===== src/rtl/vf_step_pkg.sv =====
package vf_step_pkg;
  localparam int STEP_W = 7;
  localparam int LOOP_FLAGS = 3;

  typedef logic [STEP_W-1:0] step_t;
  typedef logic [STEP_W:0]   wide_t;

  typedef struct packed {
    logic lt;
    logic gt;
    logic eq;
    logic so;
  } cr_t;

  // Batch size the hardware will commit to: request clipped by both limits, floor of one.
  function automatic step_t grant_hint(step_t req, step_t lim, step_t mvl);
    step_t g;
    g = req;
    if (g > lim) g = lim;
    if (g > mvl) g = mvl;
    if (g == '0) g = step_t'(1);
    return g;
  endfunction

  // Sum kept one bit wider so an overshoot past the counter range is still seen.
  function automatic wide_t advance(step_t cur, step_t inc);
    return {1'b0, cur} + {1'b0, inc};
  endfunction

  function automatic logic hits_end(wide_t nxt, step_t vl);
    return nxt >= {1'b0, vl};
  endfunction
endpackage


===== src/rtl/vf_hint_grant.sv =====
module vf_hint_grant
  import vf_step_pkg::*;
#(
  parameter int HW_LIMIT = 4
) (
  input  logic  clk,
  input  logic  rst_n,
  input  logic  req_valid,
  input  step_t req,
  input  step_t mvl,
  output step_t hint
);
  localparam step_t LIM = step_t'(HW_LIMIT);

  step_t granted;
  assign granted = grant_hint(req, LIM, mvl);

  always_ff @(posedge clk or negedge rst_n) begin
    if (!rst_n) hint <= step_t'(1);
    else if (req_valid) hint <= granted;
  end

  AST_HINT_FLOOR: assert property (@(posedge clk) disable iff (!rst_n)
    hint != '0);
  AST_HINT_CEIL: assert property (@(posedge clk) disable iff (!rst_n)
    hint <= LIM);
  AST_HINT_MVL: assert property (@(posedge clk) disable iff (!rst_n)
    req_valid |=> (hint <= $past(mvl) || hint == step_t'(1)));
  AST_HINT_HOLD: assert property (@(posedge clk) disable iff (!rst_n)
    !req_valid |=> $stable(hint));
endmodule


===== src/rtl/vf_step_ctr.sv =====
module vf_step_ctr
  import vf_step_pkg::*;
(
  input  logic  clk,
  input  logic  rst_n,
  input  logic  step_fire,
  input  step_t hint,
  input  step_t vl,
  input  logic  vf_enter,
  output step_t srcstep,
  output step_t dststep,
  output logic  vf_mode,
  output logic  roll_evt,
  output logic  rollover
);
  wide_t src_next, dst_next;

  assign src_next = advance(srcstep, hint);
  assign dst_next = advance(dststep, hint);
  assign roll_evt = step_fire && (hits_end(src_next, vl) || hits_end(dst_next, vl));

  always_ff @(posedge clk or negedge rst_n) begin
    if (!rst_n) begin
      srcstep  <= '0;
      dststep  <= '0;
      vf_mode  <= 1'b0;
      rollover <= 1'b0;
    end else begin
      rollover <= roll_evt;
      if (step_fire) begin
        if (roll_evt) begin
          srcstep <= '0;
          dststep <= '0;
        end else begin
          srcstep <= src_next[STEP_W-1:0];
          dststep <= dst_next[STEP_W-1:0];
        end
      end
      if (roll_evt) vf_mode <= 1'b0;
      else if (vf_enter) vf_mode <= 1'b1;
    end
  end

  AST_ADVANCE: assert property (@(posedge clk) disable iff (!rst_n)
    (step_fire && !roll_evt) |=> srcstep == $past(srcstep) + $past(hint));
  AST_IDLE_HOLD: assert property (@(posedge clk) disable iff (!rst_n)
    !step_fire |=> ($stable(srcstep) && $stable(dststep) && !rollover));
  AST_ROLL_CLEARS: assert property (@(posedge clk) disable iff (!rst_n)
    roll_evt |=> (srcstep == '0 && dststep == '0 && !vf_mode && rollover));
  AST_VL_ZERO: assert property (@(posedge clk) disable iff (!rst_n)
    (step_fire && vl == '0) |=> (rollover && srcstep == '0));
  AST_ENTER_MODE: assert property (@(posedge clk) disable iff (!rst_n)
    (vf_enter && !roll_evt) |=> vf_mode);
endmodule


===== src/rtl/vf_cr_build.sv =====
module vf_cr_build
  import vf_step_pkg::*;
#(
  parameter int N_LOOP = 4,
  parameter int IMM_W  = 7
) (
  input  logic                         clk,
  input  logic                         rst_n,
  input  logic                         wr_en,
  input  logic [IMM_W-1:0]             imm,
  input  logic                         rolled,
  input  logic [N_LOOP*LOOP_FLAGS-1:0] loop_end,
  output cr_t                          cr0,
  output logic                         cr0_valid
);
  localparam int FIRST_STATE_IMM = 2;

  cr_t cand [N_LOOP];
  logic [N_LOOP-1:0] hit;

  for (genvar k = 0; k < N_LOOP; k++) begin : g_state
    assign cand[k] = '{lt: loop_end[k*LOOP_FLAGS+1],
                       gt: loop_end[k*LOOP_FLAGS+2],
                       eq: loop_end[k*LOOP_FLAGS],
                       so: rolled};
    assign hit[k] = (imm == IMM_W'(k + FIRST_STATE_IMM));
  end

  cr_t sel;
  always_comb begin
    sel = '0;
    if (imm == IMM_W'(1)) sel.so = rolled;
    for (int k = 0; k < N_LOOP; k++) begin
      if (hit[k]) sel = cand[k];
    end
  end

  always_ff @(posedge clk or negedge rst_n) begin
    if (!rst_n) begin
      cr0       <= '0;
      cr0_valid <= 1'b0;
    end else begin
      cr0_valid <= wr_en;
      if (wr_en) cr0 <= sel;
    end
  end

  AST_CR_QUIET: assert property (@(posedge clk) disable iff (!rst_n)
    !wr_en |=> (!cr0_valid && $stable(cr0)));
  AST_CR_SO_ONLY: assert property (@(posedge clk) disable iff (!rst_n)
    (wr_en && imm == IMM_W'(1)) |=> (!cr0.lt && !cr0.gt && !cr0.eq));
  AST_CR_SO_TRACK: assert property (@(posedge clk) disable iff (!rst_n)
    (wr_en && imm >= IMM_W'(1) && imm < IMM_W'(N_LOOP + FIRST_STATE_IMM))
      |=> cr0.so == $past(rolled));
endmodule


===== src/rtl/vf_step_seq.sv =====
module vf_step_seq
  import vf_step_pkg::*;
#(
  parameter int HW_LIMIT = 4,
  parameter int N_LOOP   = 4,
  parameter int IMM_W    = 7
) (
  input  logic                         clk,
  input  logic                         rst_n,
  input  logic                         op_valid,
  input  logic                         op_vf,
  input  logic                         op_vs,
  input  logic                         op_ms,
  input  logic                         op_rc,
  input  logic [IMM_W-1:0]             op_imm,
  input  logic [STEP_W-1:0]            vl,
  input  logic [STEP_W-1:0]            mvl,
  input  logic                         hint_valid,
  input  logic [STEP_W-1:0]            hint_req,
  input  logic                         vf_enter,
  input  logic [N_LOOP*LOOP_FLAGS-1:0] loop_end,
  output logic [STEP_W-1:0]            srcstep,
  output logic [STEP_W-1:0]            dststep,
  output logic [STEP_W-1:0]            hint,
  output logic                         vf_mode,
  output logic                         rollover,
  output logic [3:0]                   cr0,
  output logic                         cr0_valid
);
  logic step_fire;
  logic cr_wr;
  logic roll_evt;
  cr_t  cr_q;

  assign step_fire = op_valid && op_vf && !op_vs && !op_ms;
  assign cr_wr     = step_fire && op_rc;

  vf_hint_grant #(.HW_LIMIT(HW_LIMIT)) u_hint (
    .clk(clk), .rst_n(rst_n), .req_valid(hint_valid), .req(hint_req),
    .mvl(mvl), .hint(hint)
  );

  vf_step_ctr u_ctr (
    .clk(clk), .rst_n(rst_n), .step_fire(step_fire), .hint(hint), .vl(vl),
    .vf_enter(vf_enter), .srcstep(srcstep), .dststep(dststep),
    .vf_mode(vf_mode), .roll_evt(roll_evt), .rollover(rollover)
  );

  vf_cr_build #(.N_LOOP(N_LOOP), .IMM_W(IMM_W)) u_cr (
    .clk(clk), .rst_n(rst_n), .wr_en(cr_wr), .imm(op_imm), .rolled(roll_evt),
    .loop_end(loop_end), .cr0(cr_q), .cr0_valid(cr0_valid)
  );

  assign cr0 = cr_q;

  AST_LOCKSTEP: assert property (@(posedge clk) disable iff (!rst_n)
    srcstep == dststep);
  AST_NONSTEP_NO_CR: assert property (@(posedge clk) disable iff (!rst_n)
    (op_valid && !(op_vf && !op_vs && !op_ms)) |=> !cr0_valid);
  AST_ROLL_PULSE: assert property (@(posedge clk) disable iff (!rst_n)
    rollover |=> !rollover || $past(step_fire));
endmodule


===== config.mk =====
export PLATFORM = sky130hd
export DESIGN_NAME = vf_step_seq
export DESIGN_NICKNAME = d
export VERILOG_FILES = /design/src/rtl/vf_step_pkg.sv /design/src/rtl/vf_hint_grant.sv /design/src/rtl/vf_step_ctr.sv /design/src/rtl/vf_cr_build.sv /design/src/rtl/vf_step_seq.sv
export SDC_FILE = /design/constraint.sdc
export NUM_CORES = 1
export LEC_CHECK = 0
export CAP_MARGIN = 40
export CORE_MARGIN = 10
export CORE_UTILIZATION = 43
export CTS_BUF_LIST = sky130_fd_sc_hd__clkbuf_8
export CTS_CLUSTER_DIAMETER = 150
export DETAILED_ROUTE_END_ITERATION = 12
export GPL_ROUTABILITY_DRIVEN = 0
export PLACE_DENSITY_LB_ADDON = 0.1
export SETUP_SLACK_MARGIN = 0.3
export SLEW_MARGIN = 25
export SYNTH_ARGS = -nofsm -noshare
export SYNTH_HDL_FRONTEND = slang
export SYNTH_HIERARCHICAL = 1
export SYNTH_SLANG_ARGS = --single-unit

===== constraint.sdc =====
create_clock -name clk -period 3 [get_ports clk]
set_clock_uncertainty 0.15 [all_clocks]
set_input_delay 0.3 -clock clk [delete_from_list [all_inputs] [get_ports clk]]
set_output_delay 0.3 -clock clk [all_outputs]
set_load 0.01 [all_outputs]

==> impl_metrics.env, run 1 <==
export IMPL_status="finished, violations left"
export IMPL_violations="setup timing"
export IMPL_io_pins=77
export IMPL_peakVddDrop_v=0.000311
export IMPL_grt_antenna_before_repair=0
export IMPL_io_buffer_count=76
export IMPL_rows=26
export IMPL_via_per_inst=5.16
export IMPL_drtIter0Drc=97
export IMPL_grt_pass1_wl_um=11500
export IMPL_required_ns=3.06
export IMPL_crit_fanout=6
export IMPL_wl_um=7050
export IMPL_holdWs_ns=0.234
export IMPL_cts_hold_buf=0
export IMPL_hold_viol_final=0
export IMPL_fin_util=0.711
export IMPL_syn_avg_cell_area_sq_um=9.68
export IMPL_totalPowerFinal_w=0.00263
export IMPL_die_width_um=94.3
export IMPL_wl_per_cell_um=16.1
export IMPL_fin_cells=437
export IMPL_core_area_sq_um=5240
export IMPL_reg2reg_from="u_ctr/srcstep[0]$_DFFE_PN0P_"
export IMPL_clock_insertion_delay_worst_skew_ns=0.29
export IMPL_fin_crit_sh=1.09
export IMPL_finalSetupViolCount=17
export IMPL_htreeDepth=1
export IMPL_cts_reportedPaths_clkPinSlew_ns=0.11
export IMPL_critPathKind="reg -> reg"
export IMPL_yosysMostFrequentCell="inv_1"
export IMPL_synth_top_area_frac=0.285
export IMPL_synth_distinct_cells=49
export IMPL_slowest_delay_ns=0.42
export IMPL_rsz0062_at_grt="yes"
export IMPL_synth_cell_area_sq_um=2370
export IMPL_synth_area_leaders="dfrtp_1 (28%), ha_1 (18%), o2bb2ai_2 (6.3%)"
export IMPL_synth_seq_cells=28
export IMPL_synth_warning_count=6
export IMPL_fmax_mhz=306
export IMPL_p_leak_nw=1.74
export IMPL_drt_pass1_iter_count=4
export IMPL_dp_cells=417
export IMPL_grt_start_max_net_pins=29
export IMPL_num_fill_cells=403
export IMPL_setup_ws_ns=-0.269
export IMPL_fin_tns_setup_ns=-3.91
export IMPL_finalCriticalPeriod_ns=3.27
export IMPL_synth_edf_count=0
export IMPL_endpoint_kind="register"
export IMPL_worstHoldPathType="in -> async"
export IMPL_grt_ovfl_total=0
export IMPL_power_density_nw_per_um2=707
export IMPL_dieHeight_um=94.3
export IMPL_dominantRegCellSynth="dfrtp_1"
export IMPL_netlist_instances=245
export IMPL_critPathLaunch="u_ctr/srcstep[0]$_DFFE_PN0P_"
export IMPL_drtAntennaViolNets=0
export IMPL_synth_seq_area_share=0.296
export IMPL_path_cells="ha_4, fa_2, a21oi_2, o211ai_1, a21oi_1, xor2_1, inv_1, ha_2, nor4_2, o211ai_1, a211oi_2, nand4_2, buf_6, o2bb2ai_2"
export IMPL_num_antenna_cells=0
export IMPL_path_buf_inv=2
export IMPL_final_max_slew_viol_count=0
export IMPL_num_vias=2256
export IMPL_grt_usage=0.158
export IMPL_critPathSlowestCell="dfrtp_1"
export IMPL_fin_nets=454
export IMPL_cts_path_max_buffers=2
export IMPL_drc_errors=0
export IMPL_cts_sinks=28
export IMPL_grt_pass1_vias=2388
export IMPL_crit_family="compound AO/OA/AOI/OAI gates"
export IMPL_drive_gt1_frac=0.234
export IMPL_start_util=0.453
export IMPL_cp_arrival_ns=3.33
export IMPL_synthArstFlopShare=1.00
export IMPL_cpMostUsedCell="o211ai_1"
export IMPL_dp_hpwl_um=5520
export IMPL_cap_viol_max_count=0
export IMPL_cts_tree="built"
export IMPL_synth_commonest_cells="inv_1 (39), ha_1 (35), dfrtp_1 (27)"
export IMPL_area_growth_pct=57.0
export IMPL_numCtsBuffers=3
export IMPL_ctsRootBufferMaster="clkbuf_8"
export IMPL_synth_largest_area_cell="dfrtp_1"
export IMPL_die_area_sq_um=8880
export IMPL_cp_start_kind="register"
final timing paths:
check | slack (ns) | endpoint | cells past startpoint
worst min register to register | 0.39 | u_ctr/dststep[5]$_DFFE_PN0P_ | 1
worst max register to register | -0.27 | u_ctr/srcstep[3]$_DFFE_PN0P_ | 14
max in group asynchronous | 2.15 | u_hint/hint[0]$_DFFE_PN1P_ | 2
min in group clk | 0.39 | u_ctr/dststep[5]$_DFFE_PN0P_ | 1
worst min-delay path | 0.23 | u_hint/hint[4]$_DFFE_PN0P_ | 2
worst max-delay path | -0.27 | u_ctr/srcstep[3]$_DFFE_PN0P_ | 14
sequential cells by signal, indices dropped and copies added (netlist names):
| register | flops |
|---|---|
| u_ctr/dststep | 7 |
| u_cr/cr0 | 4 |
| u_ctr/srcstep | 7 |
| u_hint/hint | 7 |
| u_ctr/rollover | 1 |
| u_cr/cr0_valid | 1 |
| u_ctr/vf_mode | 1 |
routing by layer:
| layer | GRT usage | vias to the layer above | routed length [um] |
|---|---|---|---|
| li1 | - | 1131 | - |
| met1 | 0.190 | 1071 | 2970 |
| met2 | 0.279 | 48 | 3670 |
| met3 | 0.0248 | 6 | 335 |
| met4 | 0.0532 | 0 | 78 |
| met5 | 0 | - | 0 |
kinds of logic (layout without fill, tap and decap cells):
family                     Yosys count  count (layout)  synth area share
and+or+nand+nor                     47              47             0.110
other                                1               4           0.00158
muxes                                8               8            0.0359
adders and majority gates           37              37             0.202
buffers and inverters               43             162            0.0728
DFF                                 28              28             0.296
xor gates and xnor gates            10              10            0.0369
AOI/OAI and AO/OA                   71              71             0.245
power by group:
part	switching [W]	internal (W)	leakage, nW	total (W)
registers	0.0000960	0.000473	0.359	0.000569
logic	0.000777	0.000978	1.34	0.00175
clock network	0.000132	0.000179	0.0357	0.000311
total	0.00100	0.00163	1.74	0.00263
cell type report:
cell class	instances	area, sq um	area share
multi-input cells	177	1620	0.436
inverters	39	146	0.0393
flip-flops and latches	28	704	0.189
clock inverters	1	30.0	0.00806
clock buffers	3	41.3	0.0111
repair buffers	119	1090	0.293
well taps	70	87.6	0.0235
stage by stage:
step	cell area, sq um	setup slack, ns
after floorplan	2400	-0.00261
after global placement	3430	-0.133
after detailed placement	3430	-0.177
after CTS	3590	-0.109
after global routing	3720	-0.428
final	3720	-0.269
what timing repair did:
action                                 in CTS  in global routing
setup endpoints to repair                  17                 18
resized for setup                           5                 13
setup buffers                               7                  9
endpoints found under the hold margin       0                  0
pin swaps                                   2                 12
layout by cell type, fill, tap and decap left out, types with 4 or more instances in the layout:
cell type,n
o22ai_1,7
dfrtp_1,25
a31oi_1,4
o21ai_1,4
a21oi_2,4
inv_1,39
clkdlybuf4s50_1,76
conb_1,4
nand2_1,13
nor2_1,10
a21oi_1,11
ha_1,31
mux2i_1,7
nand2b_1,4
xor2_1,8
buf_4,41
o2bb2ai_2,13
o22a_1,4
No activity file was read; power rests on OpenSTA's default activity.
==> run 2: changes to the inputs <==
- CAP_MARGIN: 40 -> 20
- CORE_UTILIZATION: 43 -> 45
- GPL_ROUTABILITY_DRIVEN: 0 -> 1
- clock period: 3 -> 3.4 ns (I/O delays scaled with it)
==> run 2 against run 1 <==
  * The run now ends clean
  * Setup slack better by 0.35 ns
  * Largest cell class unchanged
  * Global-route usage down 0.58 points
  * Fmax down 1.4%
  * First-iteration DRC count up 7.2%
  * Die area down 3.5%
  * Sequential share of layout area up 0.88 points
  * Utilization down 1.5 points
  * Largest power group unchanged
  * Critical endpoint is now u_cr/cr0[0]$_DFFE_PN0P_
  * Via count down 5.4%
==> impl_metrics.env, run 2 (synthesis gave the netlist of run 1 again) <==
export IMPL_critPathKind="reg -> reg"
export IMPL_worst_pin_slew_ns=0.931
export IMPL_drc_errors=0
export IMPL_wl_um=6820
export IMPL_path_cells="ha_4, fa_2, a21oi_2, o211ai_1, a21oi_1, xor2_1, inv_1, ha_4, nor4_4, o211ai_1, a211oi_2, buf_4, a31oi_4, nand2_1, o32ai_2"
export IMPL_clock_insertion_delay_worst_skew_ns=0.29
export IMPL_p_sw_w=0.000841
export IMPL_gp_congestion=0.823
export IMPL_rows=26
export IMPL_finalCriticalPeriod_ns=3.32
export IMPL_fin_tns_setup_ns=0
export IMPL_grt_usage=0.153
export IMPL_grt_ovfl_total=0
export IMPL_path_buf_inv=2
export IMPL_dieHeight_um=92.6
export IMPL_required_ns=3.42
export IMPL_preCtsSetupSlack_ns=0.114
export IMPL_dp_hpwl_um=5350
export IMPL_grt_antenna_before_repair=0
export IMPL_drtIter0Drc=104
export IMPL_start_util=0.464
export IMPL_die_width_um=92.6
export IMPL_ctsRootBufferMaster="clkbuf_8"
export IMPL_io_buffer_count=76
export IMPL_slew_headroom=0.379
export IMPL_cts_sinks=28
export IMPL_fin_util=0.695
export IMPL_endpoint_kind="register"
export IMPL_peakVddDrop_v=0.000278
export IMPL_cp_start_kind="register"
export IMPL_final_common_cell="clkdlybuf4s50_1"
export IMPL_num_antenna_cells=0
export IMPL_crit_family="compound AO/OA/AOI/OAI gates"
export IMPL_via_per_inst=5.12
export IMPL_drive_gt1_frac=0.184
export IMPL_cts_reportedPaths_clkPinSlew_ns=0.11
export IMPL_final_max_slew_viol_count=0
export IMPL_setup_ws_ns=0.0832
export IMPL_fin_crit_sh=0.976
export IMPL_switching_share=0.404
export IMPL_htreeDepth=1
export IMPL_hold_viol_final=0
export IMPL_status="complete, no violations"
export IMPL_drtAntennaViolNets=0
export IMPL_slowest_delay_ns=0.42
export IMPL_grt_pass1_wl_um=10800
export IMPL_power_density_nw_per_um2=586
export IMPL_combPwrFrac=0.650
export IMPL_fin_nets=434
export IMPL_core_area_sq_um=5110
export IMPL_io_pins=77
export IMPL_dpl_cell_area_sq_um=3240
export IMPL_intPower_w=0.00124
export IMPL_finalSetupViolCount=0
export IMPL_critPathSlowestCell="dfrtp_1"
export IMPL_worstHoldPathType="reg -> reg"
export IMPL_crit_fanout=3
export IMPL_top_regs="u_ctr/dststep: 7 flops, u_ctr/srcstep: 7 flops, u_hint/hint: 7 flops"
export IMPL_grt_pass1_vias=2308
export IMPL_grt_start_max_net_pins=22
export IMPL_final_cell_area_sq_um=3550
export IMPL_rsz0062_at_grt="yes"
export IMPL_holdWs_ns=0.382
export IMPL_cp_arrival_ns=3.34
export IMPL_cts_tree="built"
export IMPL_num_fill_cells=439
export IMPL_cap_viol_max_count=0
export IMPL_wl_per_cell_um=16.4
export IMPL_p_leak_nw=1.63
export IMPL_clkPwrFrac=0.102
export IMPL_drt_pass1_iter_count=4
export IMPL_sequentialPowerShare=0.248
export IMPL_cts_path_max_buffers=2
export IMPL_numCtsBuffers=3
export IMPL_fmax_mhz=301
export IMPL_die_area_sq_um=8570
export IMPL_final_cell_mix="clkdlybuf4s50_1 (75), inv_1 (39), ha_1 (31)"
export IMPL_num_vias=2134
export IMPL_area_growth_pct=49.8
==> run 2: final timing paths <==
check / slack [ns] / depth (start not counted) / startpoint / endpoint
worst max register to register: 0.08 / 15 / u_ctr/srcstep[0]$_DFFE_PN0P_ / u_cr/cr0[0]$_DFFE_PN0P_
worst max-delay path: 0.08 / 15 / u_ctr/srcstep[0]$_DFFE_PN0P_ / u_cr/cr0[0]$_DFFE_PN0P_
worst min register to register: 0.38 / 2 / u_ctr/vf_mode$_DFFE_PN0P_ / u_ctr/vf_mode$_DFFE_PN0P_
min in group asynchronous: 0.39 / 2 / rst_n / u_ctr/dststep[5]$_DFFE_PN0P_
max in group asynchronous: 2.18 / 3 / rst_n / u_ctr/dststep[0]$_DFFE_PN0P_
worst min-delay path: 0.38 / 2 / u_ctr/vf_mode$_DFFE_PN0P_ / u_ctr/vf_mode$_DFFE_PN0P_
==> run 2: power groups by stage <==
| stage | clock, W | combinational [W] | sequential (W) |
|---|---|---|---|
| 2_1_floorplan | 0 | 0.000684 | 0.000537 |
| 3_3_place_gp | 0 | 0.00110 | 0.000514 |
| 3_5_place_dp | 0 | 0.00112 | 0.000515 |
| 4_1_cts | 0.000219 | 0.00129 | 0.000511 |
| 5_1_grt | 0.000234 | 0.00149 | 0.000527 |
| 6_report | 0.000212 | 0.00135 | 0.000516 |
==> run 2: repair_timing <==
action / 4_1_cts / 5_1_grt
gates resized for setup: 13 / 7
setup buffers: 16 / 3
hold endpoints to repair: 0 / 19
hold buffers: 0 / 1
gates cloned: 0 / 0
pin swaps: 20 / 17
setup endpoints to repair: 16 / 17
==> run 2: tightest hold or removal path: stages, from the launching register on <==
cell and delay (ns):
dfrtp_1 0.36, nor2_1 0.05, nor2_1 0.09
==> run 2: layout make-up <==
| cell class | instances | area (sq um) | area share |
|---|---|---|---|
| Inverter | 39 | 146 | 0.0412 |
| Tap cell | 70 | 87.6 | 0.0247 |
| Multi-Input combinational cell | 177 | 1620 | 0.456 |
| Clock buffer | 4 | 55.1 | 0.0155 |
| Timing Repair Buffer | 99 | 938 | 0.264 |
| Sequential cell | 28 | 703 | 0.198 |
==> run 2: stage by stage <==
stage | total power (W) | instances
after global routing | 0.00225 | 417
after floorplan | 0.00122 | 248
after detailed placement | 0.00164 | 393
after global placement | 0.00162 | 393
final | 0.00208 | 417
after CTS | 0.00202 | 413
==> run 2: layer usage <==
metal	GRT usage	vias to the layer above	part of all wire	routed length (um)
li1	-	1089	-	-
met1	0.170	1009	0.43	2910
met2	0.292	32	0.53	3590
met3	0.0291	4	0.040	275
met4	0.0308	0	0.0081	55
met5	0	-	0	0
